--- src/rtl/codec_cfg_pkg.sv ---
package codec_cfg_pkg;

    localparam int CFG_COUNT = 10;
    localparam int IDX_W     = 7;
    localparam int VAL_W     = 9;
    localparam int SEL_W     = 4;
    localparam int FRAME_W   = 8 + IDX_W + VAL_W;
    localparam logic [7:0] CODEC_WR_ADDR = 8'h34;

    typedef logic [VAL_W-1:0] cfg_val_t;
    typedef logic [SEL_W-1:0] cfg_sel_t;

    typedef struct packed {
        logic [7:0]       dev;
        logic [IDX_W-1:0] idx;
        cfg_val_t         val;
    } cfg_frame_t;

    typedef enum logic [1:0] {
        BUS_IDLE,
        BUS_START,
        BUS_BITS,
        BUS_STOP
    } bus_state_t;

    typedef enum logic [1:0] {
        SQ_ISSUE,
        SQ_WAIT,
        SQ_DONE,
        SQ_FAIL
    } seq_state_t;

    // Register contents, in the order they are written.
    function automatic cfg_val_t cfg_value(input cfg_sel_t n);
        cfg_val_t v;
        unique case (n)
            4'd0, 4'd1: v = 9'h017;
            4'd2, 4'd3: v = 9'h079;
            4'd4:       v = 9'h014;
            4'd5:       v = 9'h002;
            4'd6:       v = 9'h000;
            4'd7:       v = 9'h001;
            4'd8:       v = 9'h01A;
            4'd9:       v = 9'h001;
            default:    v = 9'h000;
        endcase
        return v;
    endfunction

    function automatic cfg_frame_t cfg_pack(input cfg_sel_t n);
        cfg_frame_t f;
        f.dev = CODEC_WR_ADDR;
        f.idx = {{(IDX_W-SEL_W){1'b0}}, n};
        f.val = cfg_value(n);
        return f;
    endfunction

endpackage

--- src/rtl/cfg_tick_gen.sv ---
module cfg_tick_gen #(
    parameter int DIV = 625
) (
    input  logic clk,
    input  logic rst,
    output logic tick
);
    localparam int CW = (DIV > 1) ? $clog2(DIV) : 1;
    localparam logic [CW-1:0] LAST = CW'(DIV - 1);

    logic [CW-1:0] cnt;

    always_ff @(posedge clk) begin
        if (rst)              cnt <= '0;
        else if (cnt == LAST) cnt <= '0;
        else                  cnt <= cnt + 1'b1;
    end

    assign tick = (cnt == LAST);
endmodule

--- src/rtl/i2c_wr_engine.sv ---
module i2c_wr_engine
    import codec_cfg_pkg::*;
(
    input  logic       clk,
    input  logic       rst,
    input  logic       tick,
    input  logic       go,
    input  cfg_frame_t frame_in,
    input  logic       sda_in,
    output logic       scl_o,
    output logic       sda_low_o,
    output logic       fin_o,
    output logic       nack_o
);
    bus_state_t         st;
    logic [1:0]         q;
    logic [FRAME_W-1:0] sr;
    logic [1:0]         byte_n;
    logic [3:0]         pos;
    logic               scl_q, low_q, nack_q, fin_q;

    always_ff @(posedge clk) begin
        if (rst) begin
            st     <= BUS_IDLE;
            q      <= 2'd0;
            sr     <= '0;
            byte_n <= 2'd0;
            pos    <= 4'd0;
            scl_q  <= 1'b1;
            low_q  <= 1'b0;
            nack_q <= 1'b0;
            fin_q  <= 1'b0;
        end else begin
            fin_q <= 1'b0;
            unique case (st)
                BUS_IDLE: begin
                    if (go) begin
                        st     <= BUS_START;
                        q      <= 2'd0;
                        sr     <= frame_in;
                        byte_n <= 2'd0;
                        pos    <= 4'd0;
                        nack_q <= 1'b0;
                    end
                end
                BUS_START: begin
                    if (tick) begin
                        q <= q + 2'd1;
                        unique case (q)
                            2'd0: begin scl_q <= 1'b1; low_q <= 1'b0; end
                            2'd1: low_q <= 1'b1;
                            2'd2: scl_q <= 1'b0;
                            default: st <= BUS_BITS;
                        endcase
                    end
                end
                BUS_BITS: begin
                    if (tick) begin
                        q <= q + 2'd1;
                        unique case (q)
                            2'd0: begin
                                scl_q <= 1'b0;
                                low_q <= (pos == 4'd8) ? 1'b0 : ~sr[FRAME_W-1];
                            end
                            2'd1: scl_q <= 1'b1;
                            2'd2: begin
                                if (pos == 4'd8 && sda_in) nack_q <= 1'b1;
                            end
                            default: begin
                                scl_q <= 1'b0;
                                if (pos == 4'd8) begin
                                    pos <= 4'd0;
                                    if (nack_q || byte_n == 2'd2) st <= BUS_STOP;
                                    else                         byte_n <= byte_n + 2'd1;
                                end else begin
                                    pos <= pos + 4'd1;
                                    sr  <= {sr[FRAME_W-2:0], 1'b0};
                                end
                            end
                        endcase
                    end
                end
                BUS_STOP: begin
                    if (tick) begin
                        q <= q + 2'd1;
                        unique case (q)
                            2'd0: low_q <= 1'b1;
                            2'd1: scl_q <= 1'b1;
                            2'd2: low_q <= 1'b0;
                            default: begin
                                st    <= BUS_IDLE;
                                fin_q <= 1'b1;
                            end
                        endcase
                    end
                end
                default: st <= BUS_IDLE;
            endcase
        end
    end

    assign scl_o     = scl_q;
    assign sda_low_o = low_q;
    assign fin_o     = fin_q;
    assign nack_o    = nack_q;
endmodule

--- src/rtl/cfg_seq_ctrl.sv ---
module cfg_seq_ctrl
    import codec_cfg_pkg::*;
#(
    parameter int MAX_RETRY = 3
) (
    input  logic       clk,
    input  logic       rst,
    input  logic       fin,
    input  logic       nack,
    output logic       go,
    output cfg_frame_t frame_out,
    output logic       done,
    output logic       err
);
    localparam int TW = (MAX_RETRY > 0) ? $clog2(MAX_RETRY + 1) : 1;
    localparam logic [TW-1:0] TRY_LIM  = TW'(MAX_RETRY);
    localparam cfg_sel_t      LAST_SEL = SEL_W'(CFG_COUNT - 1);

    seq_state_t     st;
    cfg_sel_t       sel;
    logic [TW-1:0]  tries;

    always_ff @(posedge clk) begin
        if (rst) begin
            st    <= SQ_ISSUE;
            sel   <= '0;
            tries <= '0;
        end else begin
            unique case (st)
                SQ_ISSUE: st <= SQ_WAIT;
                SQ_WAIT: begin
                    if (fin) begin
                        if (nack) begin
                            if (tries == TRY_LIM) st <= SQ_FAIL;
                            else begin
                                tries <= tries + 1'b1;
                                st    <= SQ_ISSUE;
                            end
                        end else if (sel == LAST_SEL) begin
                            st <= SQ_DONE;
                        end else begin
                            sel   <= sel + 1'b1;
                            tries <= '0;
                            st    <= SQ_ISSUE;
                        end
                    end
                end
                SQ_DONE: st <= SQ_DONE;
                default: st <= SQ_FAIL;
            endcase
        end
    end

    assign go        = (st == SQ_ISSUE);
    assign frame_out = cfg_pack(sel);
    assign done      = (st == SQ_DONE);
    assign err       = (st == SQ_FAIL);
endmodule

--- src/rtl/codec_cfg_seq.sv ---
module codec_cfg_seq
    import codec_cfg_pkg::*;
#(
    parameter int CLK_HZ    = 50_000_000,
    parameter int SCL_HZ    = 20_000,
    parameter int MAX_RETRY = 3
) (
    input  logic clk,
    input  logic rst,
    output logic scl_o,
    output logic sda_oe,
    input  logic sda_i,
    output logic done,
    output logic err
);
    localparam int QRAW    = CLK_HZ / (4 * SCL_HZ);
    localparam int QUARTER = (QRAW < 1) ? 1 : QRAW;

    logic       tick, go, fin, nack;
    cfg_frame_t frame;

    cfg_tick_gen #(.DIV(QUARTER)) i_tick (
        .clk  (clk),
        .rst  (rst),
        .tick (tick)
    );

    cfg_seq_ctrl #(.MAX_RETRY(MAX_RETRY)) i_ctrl (
        .clk       (clk),
        .rst       (rst),
        .fin       (fin),
        .nack      (nack),
        .go        (go),
        .frame_out (frame),
        .done      (done),
        .err       (err)
    );

    i2c_wr_engine i_eng (
        .clk       (clk),
        .rst       (rst),
        .tick      (tick),
        .go        (go),
        .frame_in  (frame),
        .sda_in    (sda_i),
        .scl_o     (scl_o),
        .sda_low_o (sda_oe),
        .fin_o     (fin),
        .nack_o    (nack)
    );
endmodule

--- config.mk ---
export PLATFORM = sky130hd
export DESIGN_NAME = codec_cfg_seq
export DESIGN_NICKNAME = d
export VERILOG_FILES = /design/src/rtl/codec_cfg_pkg.sv /design/src/rtl/cfg_tick_gen.sv /design/src/rtl/i2c_wr_engine.sv /design/src/rtl/cfg_seq_ctrl.sv /design/src/rtl/codec_cfg_seq.sv
export SDC_FILE = /design/constraint.sdc
export NUM_CORES = 1
export LEC_CHECK = 0
export ABC_AREA = 1
export BUFFER_PORTS_ARGS = -buffer_cell sky130_fd_sc_hd__buf_2
export CAP_MARGIN = 20
export CORE_MARGIN = 4
export CORE_UTILIZATION = 26
export DETAILED_ROUTE_END_ITERATION = 8
export PLACE_DENSITY = 0.47
export SLEW_MARGIN = 15
export SYNTH_ARGS = -nofsm -noshare
export SYNTH_HDL_FRONTEND = slang
export SYNTH_SLANG_ARGS = --single-unit
--- constraint.sdc ---
create_clock -name clk -period 5 [get_ports clk]
set_input_delay 0.75 -clock clk [delete_from_list [all_inputs] [get_ports clk]]
set_output_delay 0.75 -clock clk [all_outputs]
set_load 0.005 [all_outputs]
==> results of run 1 <==
## worst paths after layout
path | cells past startpoint | end | startpoint | slack, ns
setup / recovery | 9 | i_eng.sr[12]$_SDFFE_PP0P_ | i_eng.st[0]$_SDFFE_PP0P_ | 2.17
hold / removal | 2 | i_eng.scl_o$_SDFFE_PP1P_ | i_eng.scl_o$_SDFFE_PP1P_ | 0.45
setup reg to reg | 9 | i_eng.sr[12]$_SDFFE_PP0P_ | i_eng.st[0]$_SDFFE_PP0P_ | 2.17
hold reg to reg | 2 | i_eng.scl_o$_SDFFE_PP1P_ | i_eng.scl_o$_SDFFE_PP1P_ | 0.45
## kinds of logic after synthesis
group	count (synthesis)	synth area share [%]
flops	62	39.9
compound gates	61	10.4
fa+ha+maj	17	6.83
simple gates	241	34.3
buf+inv	55	7.15
xor+xnor	5	1.41
## area by class of cell
type | instances | area [um^2]
Fill cell | 1269 | 8020
Multi-Input combinational cell | 324 | 1650
Sequential cell | 62 | 1240
Clock buffer | 11 | 253
Tap cell | 143 | 179
Inverter | 41 | 154
Timing Repair Buffer | 7 | 37.5
Clock inverter | 4 | 31.3
## sequential cells by signal (all words and copies together) (netlist names), 2 cells and up
register / count
i_eng.pos: 4
i_ctrl.frame_out: 6
i_tick.cnt: 10
i_ctrl.sel: 4
i_eng.st: 2
i_eng.sr: 24
i_ctrl.st: 2
i_ctrl.tries: 2
i_eng.byte_n: 2
i_eng.q: 2
## critical path: stages, from the launching register on
cell and delay [ns]:
dfxtp_1 0.38, inv_1 0.10, ha_1 0.46, inv_1 0.46
o21ai_0 0.18, nor2_2 0.43, nand2_4 0.28, inv_2 0.24
nand2_1 0.09, a21oi_1 0.12
## power groups by stage
stage / combinational (uW) / sequential (uW) / clock [uW]
finish: 698 / 607 / 582
floorplan: 596 / 605 / 0
detailed placement: 699 / 617 / 0
global route: 809 / 616 / 628
CTS: 702 / 607 / 606
global placement: 690 / 614 / 0
## metrics by stage
| stage | util, % | worst slack (ns) | hold WS [ns] | total power, uW |
|---|---|---|---|---|
| floorplan | - | 3.34 | 0.430 | 1200 |
| global placement | 28.2 | 2.24 | 0.439 | 1300 |
| detailed placement | 28.2 | 2.16 | 0.438 | 1320 |
| CTS | 30.7 | 2.15 | 0.453 | 1910 |
| global route | 30.7 | 1.90 | 0.478 | 2050 |
| finish | 30.7 | 2.17 | 0.449 | 1890 |
## per-layer routing
metal  track usage (%)  up-vias  routed length, um
met1              13.0     1230               3360
li1                  -     1439                  -
met4              4.91        0                157
met2              16.9       34               3170
met5                 0        -                  0
met3              2.12       12                180
## placed cells by master, fill, tap and decap left out, types with 2 or more instances in the layout
cell,netlist,routed
inv_2,3,3
o21ai_1,2,2
inv_1,38,38
dfxtp_1,62,62
xor2_1,4,4
ha_1,17,17
nand3_1,25,25
or2_2,3,3
a31oi_1,2,2
nor3b_1,2,2
nor3_1,10,10
nor2_1,43,43
nand2_1,130,130
o21ai_0,12,12
clkinvlp_4,0,3
nand3b_1,11,11
nand2_4,2,2
buf_2,4,6
nand3_2,2,2
clkbuf_16,0,9
nand4_1,9,9
a21oi_1,41,41
clkbuf_8,0,2
nor2_2,2,2
==> impl_metrics.py, run 1 <==
metrics = {
    "clock_tree": {
        "cts_buffers": 9,
        "cts_tree": "built",
        "h-tree-depth": 3,
        "worstSkewPairLatency_ns": 0.32,
        "cts_max_path_buffers": 2,
        "holdBufCountCts": 0,
        "cts.clk_slew.worst_paths_ns": 0.06,
        "cts_num_sinks": 62,
        "cts_setup_buffers": 0,
        "cts.root.buffer_cell": "clkbuf_16",
        "cts-resized-gates": 0,
    },
    "timing": {
        "setup_viol": 0,
        "worst_slew_pin_slew_ns": 0.730,
        "fin_crit_sh_pct": 56.5,
        "rsz0062_at_grt": "false",
        "maxSlewViolCount": 0,
        "skew_ns": 0.00914,
        "relSlewSlack_pct": 51.3,
        "max_freq_mhz": 354,
        "fin_setup_tns_ns": 0,
        "finalHoldViolCount": 0,
        "min_period_ns": 2.83,
    },
    "placed_design": {
        "placed_cells": 577,
        "gp_congestion": 0.774,
        "numPortBuffers": 6,
        "dpl.hpwl_um": 4750,
        "placed_area_um2": 3260,
    },
    "flow_run": {
        "cap_violations": 0,
    },
    "global_routing": {
        "grt_pass1_vias": 2533,
        "grt_pass1_wl_um": 11700,
        "antenna_found_initial": 0,
        "grt_usage_pct": 10.3,
        "grt_max_degree": 32,
        "grt_overflow": 0,
    },
    "die": {
        "die_x_um": 117,
        "initial_core_util_pct": 26.9,
        "num_rows": 39,
        "die_y_um": 117,
        "io_pins": 7,
        "fp.coreArea_um2": 11600,
        "dieArea_um2": 13800,
    },
    "final_layout": {
        "fin_area_um2": 3540,
        "antenna_cells": 0,
        "drive_gt1_share_pct": 8.24,
        "syn2layout_area_growth_pct": 13.9,
        "stdcell_count": 592,
        "nNetsFinal": 465,
    },
    "detailed_routing": {
        "drt_first_pass_iters": 4,
        "routed_wirelength_um": 6860,
        "vias_per_cell": 4.59,
        "drt-initial-drc-count": 194,
        "drc": 0,
        "wl_per_cell_um": 11.6,
        "postRouteAntennaNets": 0,
        "via_count": 2715,
    },
    "worst_setup_path": {
        "crit_type": "flip-flop to flip-flop",
        "cp.arrival_ns": 3.08,
        "crit_required_ns": 5.25,
        "path_max_fanout": 26,
        "cp-start-kind": "flip-flop",
        "cp-end-kind": "flip-flop",
    },
    "logic_synthesis": {
        "yosysSeqAreaShare_pct": 39.9,
        "syn_area_per_cell_um2": 7.06,
        "synth_most_common_cell": "nand2_1",
        "ys_top_cells_by_count": "nand2_1, dfxtp_1, nor2_1",
        "synth_seq_cells": 62,
        "ys.flop_type": "dfxtp_1",
        "syn_inst": 441,
        "synthArstFlopShare_pct": 0,
        "yosys-top-cells-area": "dfxtp_1, nand2_1, ha_1",
        "syn_nets": 461,
        "ys.warnings.count": 0,
        "ys_types": 32,
        "synth_edf_count": 0,
        "syn-cell-area_um2": 3110,
        "synth_top_area_share_pct": 39.9,
        "yosysTopAreaCell": "dfxtp_1",
    },
    "power": {
        "p_switching_uw": 753,
        "p_leak_uw": 0.00145,
        "swShare_pct": 39.9,
        "powerDensity_nw_per_um2": 532,
        "combPwrFrac_pct": 37.0,
        "seq_power_share_pct": 32.2,
        "internal-power_uw": 1130,
        "clkPwrFrac_pct": 30.9,
        "peakVddDrop_v": 0.000176,
    },
    "worst_hold_path": {
        "hold_path.class": "flip-flop to flip-flop",
    },
    "run_status": {
        "outcome": "complete, no violations",
    },
}
Note: power is estimated with default switching activity, not from simulation.
==> run 2: changes to the inputs <==
==> constraint.sdc (replaced) <==
create_clock -name clk -period 2.9 [get_ports clk]
set_input_delay 0.435 -clock clk [delete_from_list [all_inputs] [get_ports clk]]
set_output_delay 0.435 -clock clk [all_outputs]
set_load 0.005 [all_outputs]
==> impl_metrics.py, run 2 (synthesis results as in run 1) <==
metrics = {
    "run_status": {
        "outcome": "complete, no violations",
    },
    "power": {
        "internal-power_uw": 2030,
        "swShare_pct": 39.0,
        "p_switching_uw": 1300,
        "clkPwrFrac_pct": 31.6,
        "seq_power_share_pct": 31.4,
        "peakVddDrop_v": 0.000319,
        "p_leak_uw": 0.00148,
        "combPwrFrac_pct": 37.0,
        "powerDensity_nw_per_um2": 931,
    },
    "die": {
        "dieArea_um2": 13800,
        "io_pins": 7,
        "fp.coreArea_um2": 11600,
        "initial_core_util_pct": 26.9,
        "num_rows": 39,
        "die_y_um": 117,
        "die_x_um": 117,
    },
    "global_routing": {
        "grtUsageMet1_pct": 13.5,
        "grt_max_degree": 31,
        "use_met2_pct": 16.3,
        "antenna_found_initial": 0,
        "grt_usage_pct": 10.5,
        "grt_pass1_vias": 2558,
        "grt_overflow": 0,
        "grt-busiest-layer": "met2",
        "grt_pass1_wl_um": 11900,
        "use_met3_pct": 3.51,
    },
    "worst_setup_path": {
        "crit_type": "flip-flop to flip-flop",
        "cp-start-kind": "flip-flop",
        "crit_required_ns": 3.12,
        "cp-end-kind": "flip-flop",
        "reg2reg_from": "i_eng.st[0]$_SDFFE_PP0P_",
        "startpoint": "i_eng.st[0]$_SDFFE_PP0P_",
        "cp.arrival_ns": 2.60,
        "path_max_fanout": 26,
        "r2r-end": "i_eng.sr[5]$_SDFFE_PP0P_",
        "reg2reg_slack_ns": 0.52,
        "rr_worst_depth": 10,
    },
    "timing": {
        "fin_crit_sh_pct": 81.9,
        "relSlewSlack_pct": 64.6,
        "min_period_ns": 2.38,
        "setup_viol": 0,
        "finalHoldViolCount": 0,
        "skew_ns": 0.00776,
        "worst_slew_pin_slew_ns": 0.530,
        "fin_setup_tns_ns": 0,
        "rsz0062_at_grt": "false",
        "max_freq_mhz": 421,
        "maxSlewViolCount": 0,
    },
    "clock_tree": {
        "h-tree-depth": 3,
        "cts.clk_slew.worst_paths_ns": 0.05,
        "cts_max_path_buffers": 2,
        "holdBufCountCts": 0,
        "cts.root.buffer_cell": "clkbuf_16",
        "cts-resized-gates": 0,
        "cts_setup_buffers": 0,
        "cts_num_sinks": 62,
        "cts_tree": "built",
        "worstSkewPairLatency_ns": 0.33,
        "cts_buffers": 9,
    },
    "placed_design": {
        "placed_cells": 580,
        "gp_congestion": 0.743,
        "numPortBuffers": 6,
        "dpl.hpwl_um": 4700,
    },
    "detailed_routing": {
        "drt_first_pass_iters": 4,
        "postRouteAntennaNets": 0,
        "routed_wirelength_um": 6860,
        "vias_per_cell": 4.50,
        "wl_per_cell_um": 11.5,
        "via_count": 2675,
        "drt-initial-drc-count": 156,
        "drc": 0,
    },
    "final_layout": {
        "final_core_util_pct": 30.9,
        "regArea_um2": 1240,
        "syn2layout_area_growth_pct": 14.8,
        "fillers": 1236,
        "stdcell_count": 595,
        "multi_input_area_um2": 1650,
        "largest_reg_flops": 24,
        "layout_commonest_cell": "nand2_1",
        "final_cell_mix": "nand2_1, dfxtp_1, nor2_1",
        "largest-register": "i_eng.sr",
        "drive_gt1_share_pct": 8.63,
        "nNetsFinal": 468,
        "antenna_cells": 0,
    },
    "flow_run": {
        "cap_violations": 0,
    },
    "worst_hold_path": {
        "min-delay-start": "i_eng.scl_o$_SDFFE_PP1P_",
        "holdPathStages": 2,
        "hold_path.class": "flip-flop to flip-flop",
        "whs_endpoint": "i_eng.scl_o$_SDFFE_PP1P_",
    },
}
## run 2: worst max-delay path by stage
stage	endpoint	depth (start not counted)
CTS	i_eng.sr[5]$_SDFFE_PP0P_	10
finish	i_eng.sr[5]$_SDFFE_PP0P_	10
global placement	i_eng.sr[6]$_SDFFE_PP0P_	10
global route	i_eng.sr[1]$_SDFFE_PP0P_	9
detailed placement	i_eng.sr[5]$_SDFFE_PP0P_	10
floorplan	i_eng.sda_low_o$_SDFFE_PP0P_	9
## run 2: power by group through the flow
stage,clock (uW),combinational (uW),sequential [uW]
after floorplan,0,1030,1040
after global placement,0,1230,1060
after detailed placement,0,1240,1060
after CTS,1090,1240,1040
after global routing,1120,1440,1060
final,1050,1230,1040
## run 2: metrics by stage
| step | total power, uW | setup slack, ns | hold slack, ns | area, um^2 |
|---|---|---|---|---|
| 3_5_place_dp | 2290 | 0.537 | 0.448 | 3280 |
| 3_3_place_gp | 2280 | 0.604 | 0.438 | 3280 |
| 4_1_cts | 3370 | 0.536 | 0.462 | 3570 |
| 5_1_grt | 3620 | 0.226 | 0.479 | 3570 |
| 6_report | 3330 | 0.525 | 0.459 | 3570 |
| 2_1_floorplan | 2070 | 1.24 | 0.430 | 3110 |
## run 2: routing by layer
metal  vias to the layer above  part of all wire [%]
met2                        30                    45
li1                       1441                     -
met1                      1195                    50
met5                         -                     0
met3                         9                   3.2
met4                         0                   1.7
## run 2: critical path: stages (launching register included)
cell and delay (ns):
dfxtp_1 0.33, inv_1 0.11, ha_1 0.38, or2_2 0.21, o21ai_0 0.10, nor2_2 0.43
nand2_4 0.28, inv_2 0.25, nand2_1 0.07, nand2_1 0.06, nor2_1 0.04
## run 2: final cells by class
| class | count | share of cell area [%] |
|---|---|---|
| clock buffer | 11 | 6.79 |
| clock inverter | 4 | 1.33 |
| inverter | 41 | 4.31 |
| multi-input combinational | 324 | 46.1 |
| sequential | 62 | 34.7 |
| tap | 143 | 5.01 |
| timing repair buffer | 10 | 1.68 |
